File: config.mk
export PLATFORM = sky130hd
export DESIGN_NAME = pmr_guard
export DESIGN_NICKNAME = d
export VERILOG_FILES = /design/src/rtl/pmr_pkg.sv /design/src/rtl/pmr_lock_ctrl.sv /design/src/rtl/pmr_bound_reg.sv /design/src/rtl/pmr_window_cmp.sv /design/src/rtl/pmr_guard.sv
export SDC_FILE = /design/constraint.sdc
export NUM_CORES = 1
export LEC_CHECK = 0
export BUFFER_PORTS_ARGS = -buffer_cell sky130_fd_sc_hd__buf_2
export CAP_MARGIN = 0
export CORE_UTILIZATION = 30
export DETAILED_ROUTE_END_ITERATION = 10
export GPL_ROUTABILITY_DRIVEN = 0
export PLACE_DENSITY = 0.51
export SLEW_MARGIN = 40
export SYNTH_ARGS = -nofsm -noshare
export SYNTH_HDL_FRONTEND = slang
export SYNTH_HIERARCHICAL = 1
export SYNTH_SLANG_ARGS = --single-unit
File: constraint.sdc
create_clock -name clk_i -period 3.7 [get_ports clk_i]
set_input_delay 0.555 -clock clk_i [delete_from_list [all_inputs] [get_ports clk_i]]
set_output_delay 0.555 -clock clk_i [all_outputs]
set_load 0.03 [all_outputs]
File: src/rtl/pmr_pkg.sv
package pmr_pkg;
  typedef enum logic {
    SEL_BASE  = 1'b0,
    SEL_LIMIT = 1'b1
  } pmr_sel_e;
endpackage

File: src/rtl/pmr_lock_ctrl.sv
module pmr_lock_ctrl (
  input  logic clk_i,
  input  logic rst_ni,
  input  logic lock_i,
  input  logic unlock_i,
  output logic locked_o
);
  always_ff @(posedge clk_i or negedge rst_ni) begin
    if (!rst_ni)       locked_o <= 1'b0;
    else if (lock_i)   locked_o <= 1'b1;  // lock wins a collision
    else if (unlock_i) locked_o <= 1'b0;
  end
endmodule

File: src/rtl/pmr_bound_reg.sv
module pmr_bound_reg #(
  parameter int unsigned ADDR_W    = 32,
  parameter int unsigned GRAN_MSB  = 20,
  parameter bit          FILL_ONES = 1'b0,
  localparam int unsigned HI_W     = ADDR_W - GRAN_MSB - 1
) (
  input  logic              clk_i,
  input  logic              rst_ni,
  input  logic              we_i,
  input  logic [HI_W-1:0]   wdata_i,
  output logic [HI_W-1:0]   hi_o,
  output logic [ADDR_W-1:0] rd_o,
  output logic [ADDR_W-1:0] eff_o
);
  always_ff @(posedge clk_i or negedge rst_ni) begin
    if (!rst_ni)   hi_o <= '0;
    else if (we_i) hi_o <= wdata_i;
  end

  assign rd_o = {hi_o, {(GRAN_MSB+1){1'b0}}};

  generate
    if (FILL_ONES) begin : g_fill_ones
      assign eff_o = {hi_o, {(GRAN_MSB+1){1'b1}}};
    end else begin : g_fill_zeros
      assign eff_o = {hi_o, {(GRAN_MSB+1){1'b0}}};
    end
  endgenerate
endmodule

File: src/rtl/pmr_window_cmp.sv
module pmr_window_cmp #(
  parameter int unsigned ADDR_W   = 32,
  parameter int unsigned GRAN_MSB = 20,
  localparam int unsigned HI_W    = ADDR_W - GRAN_MSB - 1
) (
  input  logic              active_i,
  input  logic [HI_W-1:0]   base_hi_i,
  input  logic [HI_W-1:0]   lim_hi_i,
  input  logic [ADDR_W-1:0] base_eff_i,
  input  logic [ADDR_W-1:0] lim_eff_i,
  input  logic [ADDR_W-1:0] addr_i,
  output logic              hit_o
);
  logic win_valid;
  logic above_base;
  logic below_lim;

  assign win_valid  = (lim_hi_i >= base_hi_i);
  assign above_base = (addr_i >= base_eff_i);
  assign below_lim  = (addr_i <= lim_eff_i);
  assign hit_o      = active_i & win_valid & above_base & below_lim;
endmodule

File: src/rtl/pmr_guard.sv
module pmr_guard #(
  parameter int unsigned ADDR_W   = 32,
  parameter int unsigned GRAN_MSB = 20
) (
  input  logic              clk_i,
  input  logic              rst_ni,
  input  logic              cap_low_i,
  input  logic              prot_en_i,
  input  logic              lock_i,
  input  logic              unlock_i,
  input  logic              reg_we_i,
  input  logic              reg_sel_i,
  input  logic [ADDR_W-1:0] reg_wdata_i,
  output logic [ADDR_W-1:0] reg_rdata_o,
  input  logic [ADDR_W-1:0] dma_addr_i,
  output logic              blocked_o
);
  import pmr_pkg::*;
  localparam int unsigned HI_W = ADDR_W - GRAN_MSB - 1;

  pmr_sel_e          sel;
  logic              locked_q;
  logic              wr_ok;
  logic [HI_W-1:0]   base_hi, lim_hi;
  logic [ADDR_W-1:0] base_rd, lim_rd, base_eff, lim_eff;
  logic              unused_wlow;

  assign sel         = pmr_sel_e'(reg_sel_i);
  assign unused_wlow = ^reg_wdata_i[GRAN_MSB:0];

  pmr_lock_ctrl i_lock (
    .clk_i    (clk_i),
    .rst_ni   (rst_ni),
    .lock_i   (lock_i),
    .unlock_i (unlock_i),
    .locked_o (locked_q)
  );

  assign wr_ok = reg_we_i & cap_low_i & ~locked_q & ~prot_en_i;

  pmr_bound_reg #(.ADDR_W(ADDR_W), .GRAN_MSB(GRAN_MSB), .FILL_ONES(1'b0)) i_base (
    .clk_i   (clk_i),
    .rst_ni  (rst_ni),
    .we_i    (wr_ok && sel == SEL_BASE),
    .wdata_i (reg_wdata_i[ADDR_W-1:GRAN_MSB+1]),
    .hi_o    (base_hi),
    .rd_o    (base_rd),
    .eff_o   (base_eff)
  );

  pmr_bound_reg #(.ADDR_W(ADDR_W), .GRAN_MSB(GRAN_MSB), .FILL_ONES(1'b1)) i_limit (
    .clk_i   (clk_i),
    .rst_ni  (rst_ni),
    .we_i    (wr_ok && sel == SEL_LIMIT),
    .wdata_i (reg_wdata_i[ADDR_W-1:GRAN_MSB+1]),
    .hi_o    (lim_hi),
    .rd_o    (lim_rd),
    .eff_o   (lim_eff)
  );

  assign reg_rdata_o = (sel == SEL_LIMIT) ? lim_rd : base_rd;

  pmr_window_cmp #(.ADDR_W(ADDR_W), .GRAN_MSB(GRAN_MSB)) i_cmp (
    .active_i   (prot_en_i & cap_low_i),
    .base_hi_i  (base_hi),
    .lim_hi_i   (lim_hi),
    .base_eff_i (base_eff),
    .lim_eff_i  (lim_eff),
    .addr_i     (dma_addr_i),
    .hit_o      (blocked_o)
  );
endmodule

==> results.json, run 1 <==
{
  "rrSetupSlack_ps": 2160,
  "reg2reg_to": "i_limit/hi_o[8]$_DFFE_PN0P_",
  "start_kind": "register",
  "netlist_area_mm2": 0.00434,
  "arrival_ps": 2350,
  "timing.rr.start": "i_lock/locked_o$_DFFE_PN0P_",
  "leakage_nw": 2.42,
  "synth.area.top_cells": "buf_4 22%, ha_1 22%, mux2_4 17%",
  "root_buffer": "clkbuf_16",
  "port_buffers": 62,
  "cts_hold_buf": 0,
  "p_int_uw": 821,
  "sw_frac_of_total": 0.403,
  "p_comb_frac": 0.556,
  "fin_cells": 675,
  "slew_viol_final": 0,
  "synth_simple_gate_area_frac": 0.0634,
  "drive_above_1_share": 0.257,
  "drt_iter0_markers": 32,
  "firstDrtPassIters": 4,
  "synth-adder-area-share": 0.216,
  "finalHoldViolations": 0,
  "synth_top_area_cell": "buf_4",
  "cts_max_path_buffers": 2,
  "antenna_found_initial": 1,
  "fillers": 1469,
  "synth_top_area_frac": 0.221,
  "grt_overflow_total": 0,
  "clock_power_share": 0.170,
  "avgSynthCellArea_um2": 9.09,
  "p_switching_uw": 554,
  "status": "finished, final reports clean",
  "worst-path-max-fanout": 4,
  "place_ws_ps": 808,
  "worst_slew_pin_slew_ps": 801,
  "total_power_mw": 1.37,
  "fmax_mhz": 345,
  "critPathRequiredTime_ps": 3140,
  "grt_max_degree": 26,
  "synth_enable_flop_cells": 0,
  "die_h_um": 122,
  "worst_hold_path_type": "in -> async",
  "cts_tree": "yes",
  "synth_top_family_by_area": "buffers and inverters",
  "wl_per_cell_um": 11.5,
  "ys_seq_elements": 23,
  "rows": 43,
  "synth-main-ff-cell": "dfrtp_1",
  "slew_headroom": 0.466,
  "num_io_pins": 105,
  "setup_violations": 0,
  "clk_pin_slew_ps": 60,
  "place_hpwl_um": 6780,
  "die_x_um": 122,
  "cts.htree.levels": 1,
  "fin_worst_skew_ps": 1.57,
  "vdd_drop_max_mv": 0.170,
  "viasPerCell": 4.01,
  "yosys_warnings": 6,
  "tns_ps": 0,
  "synthMuxAreaShare": 0.182,
  "grt_setup_unrepaired": "false",
  "ant_nets": 0,
  "detail_route.drc_violations": 0,
  "finalCritPeriodShare": 0.784,
  "drt-total-wl_um": 7790,
  "core-area_mm2": 0.0140,
  "fin_nets": 642,
  "die-area_mm2": 0.0150,
  "clk_latency_ps": 250,
  "async_flop_share": 1.00,
  "synthXorXnorAreaFrac": 0,
  "postCtsSetupBuffers": 0,
  "critPathCaptureType": "output pin",
  "p_seq_frac": 0.274,
  "crit_type": "reg -> out",
  "power_density_mw_per_mm2": 324,
  "timing.final.ws_setup_ps": 798,
  "yosysUniqueCellTypes": 39,
  "gr-usage-all-layers": 0.110,
  "numCtsBuffers": 3,
  "synth_compound_area_frac": 0.0956,
  "grt_pass1_wl_um": 13000,
  "grt_pass1_vias": 2743,
  "netlist_instances": 478,
  "dp_cells": 670,
  "fin_crit_ps": 2900,
  "cts.sinks": 23,
  "num_vias": 2709,
  "r2r_cells": 4,
  "ctsResizeCount": 0,
  "initial_core_util": 0.310,
  "areaGrowthSynthToFinish_pct": -2.22,
  "maxCapViolCount": 0,
  "synth.yosys.seq_area_share": 0.133
}
==> final cells by class <==
cell class / instances / area, um^2 / area share
antenna: 1 / 2.50 / 0.000589
clock buffer: 4 / 78.8 / 0.0186
inverter: 77 / 289 / 0.0681
multi-input combinational: 325 / 2740 / 0.646
sequential: 23 / 576 / 0.136
tap: 180 / 225 / 0.0530
timing repair buffer: 65 / 333 / 0.0784
==> worst max path at each step <==
| stage | start | to | slack, ps | depth (start not counted) |
|---|---|---|---|---|
| detailed placement | dma_addr_i[14] | blocked_o | 810 | 9 |
| global placement | dma_addr_i[14] | blocked_o | 850 | 9 |
| finish | i_limit/hi_o[2]$_DFFE_PN0P_ | blocked_o | 800 | 9 |
| CTS | i_limit/hi_o[2]$_DFFE_PN0P_ | blocked_o | 740 | 9 |
| global route | i_limit/hi_o[2]$_DFFE_PN0P_ | blocked_o | 580 | 9 |
| floorplan | dma_addr_i[23] | blocked_o | 790 | 7 |
==> sequential cells by signal (all words and copies together) (netlist names) <==
name,cells
i_base/hi_o,11
i_limit/hi_o,11
i_lock/locked_o,1
==> cells by family (layout without fill, tap and decap cells) <==
kind of cell | after synthesis | in the layout
buffers and inverters | 211 | 146
adder cells (fa/ha/maj) | 75 | 75
AO/OA/AOI/OAI | 61 | 61
multiplexers | 54 | 54
AND/OR/NAND/NOR | 51 | 51
flip-flops | 23 | 23
other | 3 | 85
==> power by group through the flow <==
stage / sequential, mW / combinational [mW] / clock [mW]
2_1_floorplan: 0.359 / 0.816 / 0
3_3_place_gp: 0.381 / 0.741 / 0
3_5_place_dp: 0.384 / 0.762 / 0
4_1_cts: 0.379 / 0.768 / 0.245
5_1_grt: 0.392 / 0.860 / 0.253
6_report: 0.377 / 0.764 / 0.233
==> placed cells by master (no fill, tap or decap), types with 5 or more instances in the layout <==
master | Yosys | routed
a21o_1 | 12 | 12
a21oi_1 | 22 | 22
nand4_1 | 11 | 11
ha_1 | 75 | 75
buf_2 | 0 | 62
nand2_1 | 13 | 13
inv_1 | 77 | 77
dfrtp_1 | 23 | 23
o21ai_0 | 7 | 7
mux2_2 | 6 | 6
mux2_4 | 48 | 48
conb_1 | 3 | 84
nor2_1 | 5 | 5
==> cell usage after synthesis, types with 4 or more instances <==
master,count
nor2_1,5
a21oi_1,22
dfrtp_1,23
a21o_1,12
a221oi_1,4
nand2_1,13
ha_1,75
buf_4,128
inv_1,77
nor3_1,4
o21ai_0,7
nand3_1,4
mux2_4,48
mux2_2,6
nand4_1,11
==> critical path, stage by stage, from the launching register on <==
cell and delay (ps):
dfrtp_1 400, inv_1 60, ha_1 340, a21oi_2 140
o21a_1 130, o221a_1 210, o2111ai_1 130, o21a_1 210
a211oi_1 220, buf_2 240
==> routing by layer <==
metal | vias to the layer above | GRT usage | wire length, um
met1 | 1232 | 0.139 | 3650
met5 | - | 0 | 0
met3 | 2 | 0.0167 | 263
met4 | 0 | 0.0137 | 40
li1 | 1433 | - | -
met2 | 42 | 0.198 | 3840
==> through the flow <==
stage | hold slack [ps] | util | cell area [um^2]
after floorplan | 259 | - | 4650
after global placement | 472 | 0.298 | 4170
after detailed placement | 472 | 0.298 | 4170
after CTS | 299 | 0.303 | 4240
after global routing | 320 | 0.303 | 4240
final | 283 | 0.304 | 4250
(Power assumes the default switching activity.)
==> run 2, diff against run 1 <==
==> constraint.sdc (replaced) <==
create_clock -name clk_i -period 2.9 [get_ports clk_i]
set_input_delay 0.435 -clock clk_i [delete_from_list [all_inputs] [get_ports clk_i]]
set_output_delay 0.435 -clock clk_i [all_outputs]
set_load 0.03 [all_outputs]
==> results.json, run 2 (same netlist as run 1, synthesis figures left out) <==
{
  "slew_viol_final": 0,
  "die_x_um": 122,
  "die-area_mm2": 0.0150,
  "fillers": 1498,
  "timing.final.ws_setup_ps": 181,
  "root_buffer": "clkbuf_16",
  "layout_common_cells": "84 x conb_1, 77 x inv_1, 75 x ha_1",
  "power_density_mw_per_mm2": 416,
  "crit_chain": "inv_1, ha_1, a21o_1, a221o_1, a221oi_2, o21ai_1, a21oi_1, a211oi_1, buf_4",
  "cts_tree": "yes",
  "wl_per_cell_um": 11.7,
  "drive_above_1_share": 0.263,
  "design_area_mm2": 0.00427,
  "status": "finished, final reports clean",
  "port_buffers": 62,
  "gr-usage-all-layers": 0.110,
  "clk_latency_ps": 250,
  "vdd_drop_max_mv": 0.250,
  "drt-total-wl_um": 7870,
  "die_h_um": 122,
  "worst_slew_pin_slew_ps": 794,
  "whs_ps": 158,
  "grt_pass1_wl_um": 13000,
  "place_hpwl_um": 6720,
  "place_ws_ps": 241,
  "antenna_found_initial": 1,
  "initial_core_util": 0.310,
  "critPathRequiredTime_ps": 2470,
  "worst_hold_path_type": "in -> async",
  "areaGrowthSynthToFinish_pct": -1.76,
  "num_vias": 2750,
  "detail_route.drc_violations": 0,
  "arrival_ps": 2280,
  "timing.rr.start": "i_lock/locked_o$_DFFE_PN0P_",
  "critPathCaptureType": "output pin",
  "fin_worst_skew_ps": 2.45,
  "post_dp_cell_area_mm2": 0.00417,
  "core-area_mm2": 0.0140,
  "tns_ps": 0,
  "leakage_nw": 2.43,
  "clk_pin_slew_ps": 60,
  "viasPerCell": 4.07,
  "numCtsBuffers": 3,
  "cts_hold_buf": 0,
  "firstDrtPassIters": 4,
  "finalCritPeriodShare": 0.938,
  "cpMaxStageDelayCell": "dfrtp_1",
  "grt_max_degree": 26,
  "critical-path-top-delay-family": "compound AO/OA/AOI/OAI gates",
  "critPathMaxStageDelay_ps": 400,
  "worst-path-max-fanout": 4,
  "grt_overflow_total": 0,
  "r2r_cells": 4,
  "cts.sinks": 23,
  "grt_pass1_vias": 2778,
  "cts_max_path_buffers": 2,
  "num_io_pins": 105,
  "largestRegisters": "i_base/hi_o x11, i_limit/hi_o x11, i_lock/locked_o x1",
  "ant_nets": 0,
  "finalHoldViolations": 0,
  "drt_iter0_markers": 31,
  "num_antenna_cells": 0,
  "start_kind": "register",
  "fin_crit_ps": 2720,
  "mostFrequentLayoutCell": "conb_1",
  "fmax_mhz": 368,
  "slew_headroom": 0.471,
  "reg2reg_to": "i_limit/hi_o[8]$_DFFE_PN0P_",
  "fin_nets": 643,
  "cts.htree.levels": 1,
  "crit_type": "reg -> out",
  "crit_buf_inv": 2,
  "rrSetupSlack_ps": 1370,
  "maxCapViolCount": 0,
  "post-route-util": 0.305,
  "setup_violations": 0,
  "startpoint": "i_base/hi_o[4]$_DFFE_PN0P_",
  "rows": 43
}
run 2: worst max path at each step:
stage | endpoint | slack, ps | cells after the start
2_1_floorplan | blocked_o | 230 | 7
3_3_place_gp | blocked_o | 300 | 9
3_5_place_dp | blocked_o | 240 | 9
4_1_cts | blocked_o | 100 | 9
5_1_grt | blocked_o | -2 | 8
6_report | blocked_o | 180 | 9
run 2: through the flow:
| step | std cells | power, mW |
|---|---|---|
| global route | 675 | 1.94 |
| detailed placement | 670 | 1.46 |
| global placement | 670 | 1.43 |
| floorplan | 559 | 1.50 |
| finish | 675 | 1.78 |
| CTS | 674 | 1.78 |
run 2: layout make-up:
class / count / area (um^2) / area share
multi-input combinational: 325 / 2760 / 0.646
sequential: 23 / 576 / 0.135
timing repair buffer: 66 / 343 / 0.0804
inverter: 77 / 289 / 0.0677
tap: 180 / 225 / 0.0528
clock buffer: 4 / 78.8 / 0.0185
run 2: worst register-to-register path, cell delays in order (launching register included):
cell	delay [ps]
dfrtp_1	380
nand3b_1	200
nor3b_2	170
buf_4	290
mux2_2	380
run 2: metal layers:
metal  routed length (um)  GRT usage  part of all wire  vias up
li1                     -          -                 -     1434
met1                 3690      0.140              0.47     1266
met2                 3860      0.197              0.49       46
met3                  243     0.0163             0.031        4
met4                   74     0.0183            0.0094        0
met5                    0          0                 0        -
run 2: what timing repair did:
| action | 4_1_cts | 5_1_grt |
|---|---|---|
| setup buffers | 0 | 1 |
| endpoints found under the setup margin | 0 | 1 |
| gates resized for setup | 0 | 4 |
run 2: power breakdown:
| part | switching, mW | internal (mW) |
|---|---|---|
| logic | 0.519 | 0.474 |
| clock network | 0.114 | 0.188 |
| registers | 0.0870 | 0.395 |
| total | 0.720 | 1.06 |
